### src/rtl/pwm_multi.sv
module pwm_multi #(
  parameter int CH = 1,
  parameter int AW = 8
) (
  input  logic          clk,
  input  logic          rst_n,
  input  logic          bus_sel,
  input  logic          bus_we,
  input  logic [AW-1:0] bus_addr,
  input  logic [31:0]   bus_wdata,
  output logic [31:0]   bus_rdata,
  output logic [CH-1:0] pwm_out
);
  localparam logic [AW-1:0] CTRL_A = AW'(8'h50);
  localparam logic [AW-1:0] IEN_A  = AW'(8'h54);

  logic [7:0]          presc_q, presc_nx, presc_act;
  logic                run_q, ien_q;
  logic [CH-1:0][7:0]  duty_q, duty_nx, duty_act;
  logic [7:0]          div_q, cnt_q;
  logic                wr, hit_ctrl, hit_ien, hit_duty, tick, wrap;
  logic [AW-3:0]       idx;

  assign wr       = bus_sel & bus_we;
  assign idx      = bus_addr[AW-1:2];
  assign hit_ctrl = bus_addr == CTRL_A;
  assign hit_ien  = bus_addr == IEN_A;
  assign hit_duty = (bus_addr[1:0] == 2'b00) && (bus_addr < CTRL_A) && (int'(idx) < CH);
  assign tick     = div_q == presc_act;
  assign wrap     = tick && (cnt_q == 8'hFF);

  assign presc_nx = (wr && hit_ctrl) ? {bus_wdata[14:11], bus_wdata[3:0]} : presc_q;

  always_comb begin
    for (int i = 0; i < CH; i++)
      duty_nx[i] = (wr && hit_duty && int'(idx) == i) ? bus_wdata[7:0] : duty_q[i];
  end

  always_comb begin
    bus_rdata = '0;
    if (hit_ctrl)
      bus_rdata = {17'b0, presc_q[7:4], 1'b0, run_q, 5'b0, presc_q[3:0]};
    else if (hit_ien)
      bus_rdata = {31'b0, ien_q};
    else if (hit_duty)
      for (int i = 0; i < CH; i++)
        if (int'(idx) == i) bus_rdata = {24'b0, duty_q[i]};
  end

  always_ff @(posedge clk) begin
    if (!rst_n) begin
      presc_q <= '0;
      run_q   <= 1'b0;
      ien_q   <= 1'b0;
      duty_q  <= '0;
    end else begin
      presc_q <= presc_nx;
      duty_q  <= duty_nx;
      if (wr && hit_ctrl) run_q <= bus_wdata[9];
      if (wr && hit_ien)  ien_q <= bus_wdata[0];
    end
  end

  always_ff @(posedge clk) begin
    if (!rst_n) begin
      div_q     <= '0;
      cnt_q     <= '0;
      presc_act <= '0;
      duty_act  <= '0;
    end else if (!run_q) begin
      div_q     <= '0;
      cnt_q     <= '0;
      presc_act <= presc_nx;
      duty_act  <= duty_nx;
    end else begin
      if (tick) begin
        div_q <= '0;
        cnt_q <= cnt_q + 8'd1;
      end else begin
        div_q <= div_q + 8'd1;
      end
      if (wrap) begin
        presc_act <= presc_nx;
        duty_act  <= duty_nx;
      end
    end
  end

  for (genvar g = 0; g < CH; g++) begin : g_ch
    assign pwm_out[g] = run_q && (cnt_q <= duty_act[g]);
  end
endmodule

### config.mk
export PLATFORM = sky130hd
export DESIGN_NAME = pwm_multi
export DESIGN_NICKNAME = d
export VERILOG_FILES = /design/src/rtl/pwm_multi.sv
export SDC_FILE = /design/constraint.sdc
export NUM_CORES = 1
export LEC_CHECK = 0
export ABC_CLOCK_PERIOD_IN_PS = 3000
export BUFFER_PORTS_ARGS = -buffer_cell sky130_fd_sc_hd__buf_2
export CORE_ASPECT_RATIO = 0.6
export CORE_MARGIN = 1.5
export CORE_UTILIZATION = 51
export DETAILED_ROUTE_END_ITERATION = 6
export HOLD_SLACK_MARGIN = 0.08
export PLACE_DENSITY = 0.79
export SLEW_MARGIN = 20
export SYNTH_ARGS = -nofsm -noshare
export SYNTH_HDL_FRONTEND = slang
export SYNTH_SLANG_ARGS = --single-unit
### constraint.sdc
create_clock -name clk -period 3 [get_ports clk]
set_input_delay 0.6 -clock clk [delete_from_list [all_inputs] [get_ports clk]]
set_output_delay 0.6 -clock clk [all_outputs]
set_load 0.01 [all_outputs]
# After elaboration in Yosys (flattened, before gate mapping)
# Index checks and enable logic that the tools add are counted.
# totals
ff_bits,50
word_cells,43
# op_classes
magnitude_cmp,3
muxes,10
n_reduce_logical,12
addsub,2
bitwise,3
n_eq_ne,5
# ops
operator,count
$mux W8,9
$add A8 B1 Y8 const B,2
$eq A8 B7 Y1 const B,2
$mux W15,1
$eq A8 B8 Y1,1
$eq A8 B8 Y1 const B,1
$le A8 B8 Y1,1
$logic_and A1 B1 Y1,8
$lt A8 B7 Y1 const B,1
$logic_not A6 Y1,1
$lt A6 B1 Y1 const B,1
$reduce_or A3 Y1,1
$logic_not A2 Y1,1
$ne A2 B1 Y1 const B,1
$not A1 Y1,2
$reduce_and A2 Y1,1
$and A1 B1 Y1,1

# Depth between registers and ports, before layout
# Gate-level depths: netlist of run 1.
# logic_depth
word_depth,8
depth_mapped,7
depth_no_buf,7

# Least setup slack after synthesis of run 1
# Ideal clock, no wire load.
# synth_timing
path_kind,in2out
startpoint,in bus_addr[0]
endpoint,out bus_rdata[0]
arrival_time_ps,2010
path_slack_ps,390
cell_stages,5
required_time_ps,2400
path_cell_list,or4_4 or2_2 nor2_1 a21oi_1 nor2_1
# synth_between
elab_chain_len,6
elab_cells_between_ends,9
# synth_rtl
element,line_no,text
start: declaration,9,"input logic [AW-1:0] bus_addr,"
$lt A8 B7 Y1 / $logic_not A2 Y1 (equally long branches),28,assign hit_duty = (bus_addr[1:0] == 2'b00) && (bus_addr < CTRL_A) && (int'(idx) < CH);
$logic_and A1 B1 Y1 (2 in a row),28,
$mux W8,45,else if (hit_duty)
$mux W8,43,else if (hit_ien)
$mux W15 (*),41,if (hit_ctrl)
end: declaration,11,"output logic [31:0] bus_rdata,"
# Every way passes the cells marked *; elsewhere a longest branch is shown, timed or not.

# Final worst setup path of run 1
# layout_timing
startpoint,in bus_addr[0]
endpoint,out bus_rdata[2]
# The elaborated chain is that of the path after synthesis.

==> reports/metrics.yaml, run 1 <==
logic_synthesis:
  netlist_area_um2: 2599
  ys_seq_area_frac: 0.3852
  ys_types: 39
  synthArstFlopShare: 0
  synthCells: 279
  yosysWarnings: 0
  ys_ff_latch: 50
  synth_area_leaders: "dfxtp_1, and2_1, mux2_2"
  yosys.area.top_type: "dfxtp_1"
  synth_edf_count: 0
  avgSynthCellArea_um2: 9.314
  synth_flop_cell: "dfxtp_1"
  synth_top_cell_area_share: 0.3852
clock_network:
  cts_buffers: 5
  clk_latency_ns: 0.31
  cts_resized: 0
  clkTransAtPathRegs_ns: 0.09
  cts_hold_buf: 0
  cts_root_buf: "clkbuf_8"
  postCtsSetupRepairBufs: 0
  cts_sinks: 50
  htreeDepth: 2
  cts_tree: "built"
  cts_buffer_depth: 2
drt:
  ant_nets: 0
  drt_first_pass_iters: 4
  wl_per_cell_um: 12.75
  viasPerCell: 5.010
  drc: 0
  vias: 1929
  drt_iter0_drc: 76
  wl_um: 4910
setup_path:
  crit_type: "in -> out"
  endpoint_kind: "primary output"
  worstPathRequired_ns: 2.40
  reg2reg_from: "div_q[0]"
  r2r-end: "duty_act[5]"
  r2r_slack_ns: 0.82
  start_kind: "input port"
  rr_worst_depth: 6
  path_max_fanout: 6
  worstPathArrival_ns: 2.29
  cp-startpoint: "bus_addr[0]"
placed_design:
  dpl_worst_slack_ns: 0.1422
  globalplace.congestion: 0.8063
  place_hpwl_um: 3620
  io_buffer_count: 38
floorplanning:
  num_io_pins: 77
  rows: 19
  die_h_um: 58.30
  die_x_um: 95.16
  dieArea_um2: 5547
  coreArea_um2: 4731
  start_util: 0.5493
cells_and_area:
  multi_input_area_um2: 1443
  fillers: 434
  regArea_um2: 1001
  syn_to_final_growth_pct: 10.88
  layout_commonest_cell: "dfxtp_1"
  nets: 375
  drive_above_1_share: 0.2298
  most-common-layout-cells: "dfxtp_1, buf_2, and2_1, nor2_1"
  n_antenna_cell: 0
timing:
  finalSetupViolations: 0
  fin_crit_sh: 0.9637
  worst_slack_ns: 0.1089
  finalCriticalPeriod_ns: 2.891
  fmax_mhz: 345.9
  setup_tns_ns: 0
  timing_hold_violations_final: 0
  rsz0062_at_grt: "no"
  skew_ns: 0.01050
  worst_pin_slew_ns: 0.6253
  timing.hold.ws_ns: 0.4722
  drv_slew: 0
  max-slew-margin-rel: 0.5831
pwr:
  p_leak_uw: 0.001251
  ir_drop_uv: 299.7
  power_density_nw_per_um2: 380.3
  power.total_uw: 1096
global_routing:
  antenna_found_initial: 0
  grt_pass1_vias: 1827
  grt_pass1_wl_um: 8176
  grt-ovfl-total: 0
  track_usage: 0.1909
  grt_max_degree: 45
outcome:
  status: "finished, final reports clean"
flow_run:
  cap_violations: 0
min_path:
  hold_path_class: "reg -> reg"
  hold_depth: 2
  hold_start: "duty_q[6]"
  hold_end: "duty_q[6]"
[where the power goes]
group / switching (uW) / internal, uW / total (uW) / leakage (uW)
combinational: 29.8 / 16.1 / 45.9 / 0.000803
clock: 222 / 165 / 387 / 0.0000452
sequential: 0.176 / 663 / 663 / 0.000402
total: 252 / 844 / 1100 / 0.00125
[cells in the mapped netlist (2+ instances only)]
master / count
nand4_1: 7
xor2_1: 19
nor4_2: 2
and2_1: 28
or3_1: 2
and3_1: 3
a21oi_1: 4
dfxtp_1: 50
clkbuf_1: 5
mux2i_1: 10
inv_1: 10
mux2_2: 15
xnor2_1: 2
a22o_1: 3
o21ai_0: 9
nor2_1: 21
nor2b_1: 11
buf_4: 21
nand2_1: 12
ha_1: 10
nand3_1: 17
[how the worst max path moves through the flow]
stage / to / slack (ns) / cells past startpoint
3_5_place_dp: bus_rdata[2] / 0.14 / 7
6_report: bus_rdata[2] / 0.11 / 7
3_3_place_gp: bus_rdata[2] / 0.15 / 7
4_1_cts: bus_rdata[2] / 0.12 / 7
2_1_floorplan: bus_rdata[0] / 0.39 / 5
5_1_grt: bus_rdata[5] / 0.07 / 7
[cell families after synthesis]
kind of cell    after synthesis  synth area share
compound gates               22           0.05537
xor+xnor                     21           0.07078
buf+inv                      37           0.08811
flops                        50            0.3852
other cells                   1          0.001443
fa+ha+maj                    10           0.04815
simple gates                112            0.2431
mux                          26            0.1078
[metal layers]
| layer | up-vias | wire [um] | GRT usage |
|---|---|---|---|
| met4 | 0 | 32 | 0.05544 |
| li1 | 988 | - | - |
| met3 | 3 | 208 | 0.04651 |
| met1 | 900 | 2526 | 0.2607 |
| met5 | - | 0 | 0 |
| met2 | 38 | 2142 | 0.3019 |
[flip-flops by register name (all words and copies together), names as in the netlist]
name	count
cnt_q	8
div_q	8
duty_act	8
duty_q	8
presc_act	8
presc_q	8
ien_q	1
run_q	1
[layout make-up]
type | count | share of cell area
inverter | 10 | 0.01303
timing repair buffer | 44 | 0.08163
clock inverter | 2 | 0.004776
tap | 63 | 0.02736
sequential | 50 | 0.3474
multi-input combinational | 210 | 0.5007
clock buffer | 6 | 0.02518
[critical path: stages]
cell and delay, ns:
buf_2 0.09, or4_4 0.56, or2_2 0.31, nor2_1 0.25, buf_4 0.20, a22o_1 0.14
buf_2 0.14
[per-stage QoR]
step           std cells    util  instance area (um^2)
2_1_floorplan        297       -                  2666
3_3_place_gp         377  0.5908                  2795
3_5_place_dp         377  0.5908                  2795
4_1_cts              385  0.6091                  2882
5_1_grt              385  0.6091                  2882
6_report             385  0.6091                  2882
No activity file was read; power rests on OpenSTA's default activity.
==> run 2: changes to the inputs <==
- CORE_ASPECT_RATIO: 0.6 -> 1.2
==> reports/metrics.yaml, run 2 (synthesis results as in run 1) <==
drt:
  ant_nets: 0  # unchanged
  drt_iter0_drc: 72  # was 76
  wl_um: 4445  # was 4910 um
  wl_per_cell_um: 11.64  # was 12.75 um
  drc: 0  # unchanged
  drt_first_pass_iters: 3  # was 4
  vias: 1889  # was 1929
  viasPerCell: 4.945  # was 5.010
floorplanning:
  rows: 28  # was 19
  coreArea_um2: 4905  # was 4731 um^2
  num_io_pins: 77  # unchanged
  die_h_um: 81.20  # was 58.30 um
  start_util: 0.5298  # was 0.5493
  die_x_um: 68.17  # was 95.16 um
  dieArea_um2: 5535  # was 5547 um^2
setup_path:
  reg2reg_from: "div_q[5]"  # was div_q[0]
  worstPathRequired_ns: 2.40  # about the same
  path_max_fanout: 7  # was 6
  endpoint_kind: "primary output"  # unchanged
  start_kind: "input port"  # unchanged
  cp-startpoint: "bus_addr[0]"  # unchanged
  worstPathArrival_ns: 2.16  # was 2.29 ns
  rr_worst_depth: 6  # unchanged
  worstSetupEndpoint: "bus_rdata[2]"  # unchanged
  r2r_slack_ns: 0.89  # was 0.82 ns
  r2r-end: "duty_act[1]"  # was duty_act[5]
  crit_type: "in -> out"  # unchanged
cells_and_area:
  drive_above_1_share: 0.2329  # was 0.2298
  most-common-layout-cells: "dfxtp_1, buf_2, and2_1, nor2_1"  # unchanged
  nets: 375  # unchanged
  n_antenna_cell: 0  # unchanged
  layout_commonest_cell: "dfxtp_1"  # unchanged
  syn_to_final_growth_pct: 11.65  # was 10.88%
timing:
  finalSetupViolations: 0  # unchanged
  fin_crit_sh: 0.9189  # was 0.9637
  timing_hold_violations_final: 0  # unchanged
  worst_pin_slew_ns: 0.5935  # was 0.6253 ns
  fmax_mhz: 362.8  # was 345.9 MHz
  finalCriticalPeriod_ns: 2.757  # was 2.891 ns
  skew_ns: 0.005910  # was 0.01050 ns
  timing.hold.ws_ns: 0.4749  # was 0.4722 ns
  max-slew-margin-rel: 0.6043  # was 0.5831
  setup_tns_ns: 0  # unchanged
  drv_slew: 0  # unchanged
  rsz0062_at_grt: "no"  # unchanged
clock_network:
  htreeDepth: 2  # unchanged
  clk_latency_ns: 0.30  # was 0.31 ns
  cts_tree: "built"  # unchanged
  cts_buffers: 5  # unchanged
  cts_hold_buf: 0  # unchanged
  cts_resized: 0  # unchanged
  cts_sinks: 50  # unchanged
  postCtsSetupRepairBufs: 0  # unchanged
  clkTransAtPathRegs_ns: 0.09  # about the same
  cts_root_buf: "clkbuf_8"  # unchanged
  cts_buffer_depth: 2  # unchanged
outcome:
  status: "finished, final reports clean"  # unchanged
global_routing:
  antenna_found_initial: 0  # unchanged
  met2_usage: 0.3184  # was 0.3019
  busiest_layer: "met2"  # unchanged
  met1_usage: 0.1923  # was 0.2607
  grt-ovfl-total: 0  # unchanged
  track_usage: 0.1728  # was 0.1909
  met3_usage: 0.02632  # was 0.04651
  grt_pass1_vias: 1752  # was 1827
  grt_max_degree: 45  # unchanged
  grt_pass1_wl_um: 7334  # was 8176 um
pwr:
  power_density_nw_per_um2: 396.4  # was 380.3 nW/um^2
  ir_drop_uv: 170.8  # was 299.7 uV
  p_leak_uw: 0.001263  # was 0.001251 uW
placed_design:
  place_hpwl_um: 3449  # was 3620 um
  globalplace.congestion: 0.8296  # was 0.8063
  io_buffer_count: 38  # unchanged
flow_run:
  cap_violations: 0  # unchanged
min_path:
  hold_depth: 2  # unchanged
  hold_path_class: "reg -> reg"  # unchanged
## run 2: where the power goes
part / total (uW) / internal, uW / switching (uW)
Sequential: 663 / 663 / 0.169
Clock: 442 / 233 / 209
Combinational: 45.2 / 16.0 / 29.1
## run 2: worst max-delay path, cell delays in order
cell and delay (ns):
buf_2 0.10, or4_4 0.57, or2_2 0.31, nor2_1 0.15
buf_4 0.17, a22o_1 0.13, buf_2 0.12
## run 2: worst min path at each step
stage / endpoint / start
floorplan: duty_q[6] / duty_q[6]
global placement: duty_q[6] / duty_q[6]
detailed placement: duty_q[6] / duty_q[6]
CTS: duty_q[6] / duty_q[6]
global route: duty_q[6] / duty_q[6]
finish: duty_q[6] / duty_q[6]
## run 2: metrics by stage
stage	instances	power, uW	area [um^2]	utilization	worst slack [ns]
5_1_grt	382	1193	2902	0.5916	0.1720
2_1_floorplan	297	721.9	2666	-	0.3898
6_report	382	1150	2902	0.5916	0.2434
3_5_place_dp	374	724.3	2791	0.5691	0.2435
4_1_cts	382	1164	2902	0.5916	0.2375
3_3_place_gp	374	723.4	2791	0.5691	0.2476
## run 2: area by class of cell
| type | instances | area, um^2 |
|---|---|---|
| Fill cell | 432 | 2003 |
| Tap cell | 60 | 75.07 |
| Multi-Input combinational cell | 210 | 1443 |
| Inverter | 10 | 37.54 |
| Sequential cell | 50 | 1001 |
| Clock buffer | 8 | 110.1 |
| Timing Repair Buffer | 44 | 235.2 |
## run 2: per-layer routing
layer	share of wire	vias up
met4	0.018	0
met1	0.43	851
met3	0.045	6
met5	0	-
li1	-	987
met2	0.51	45
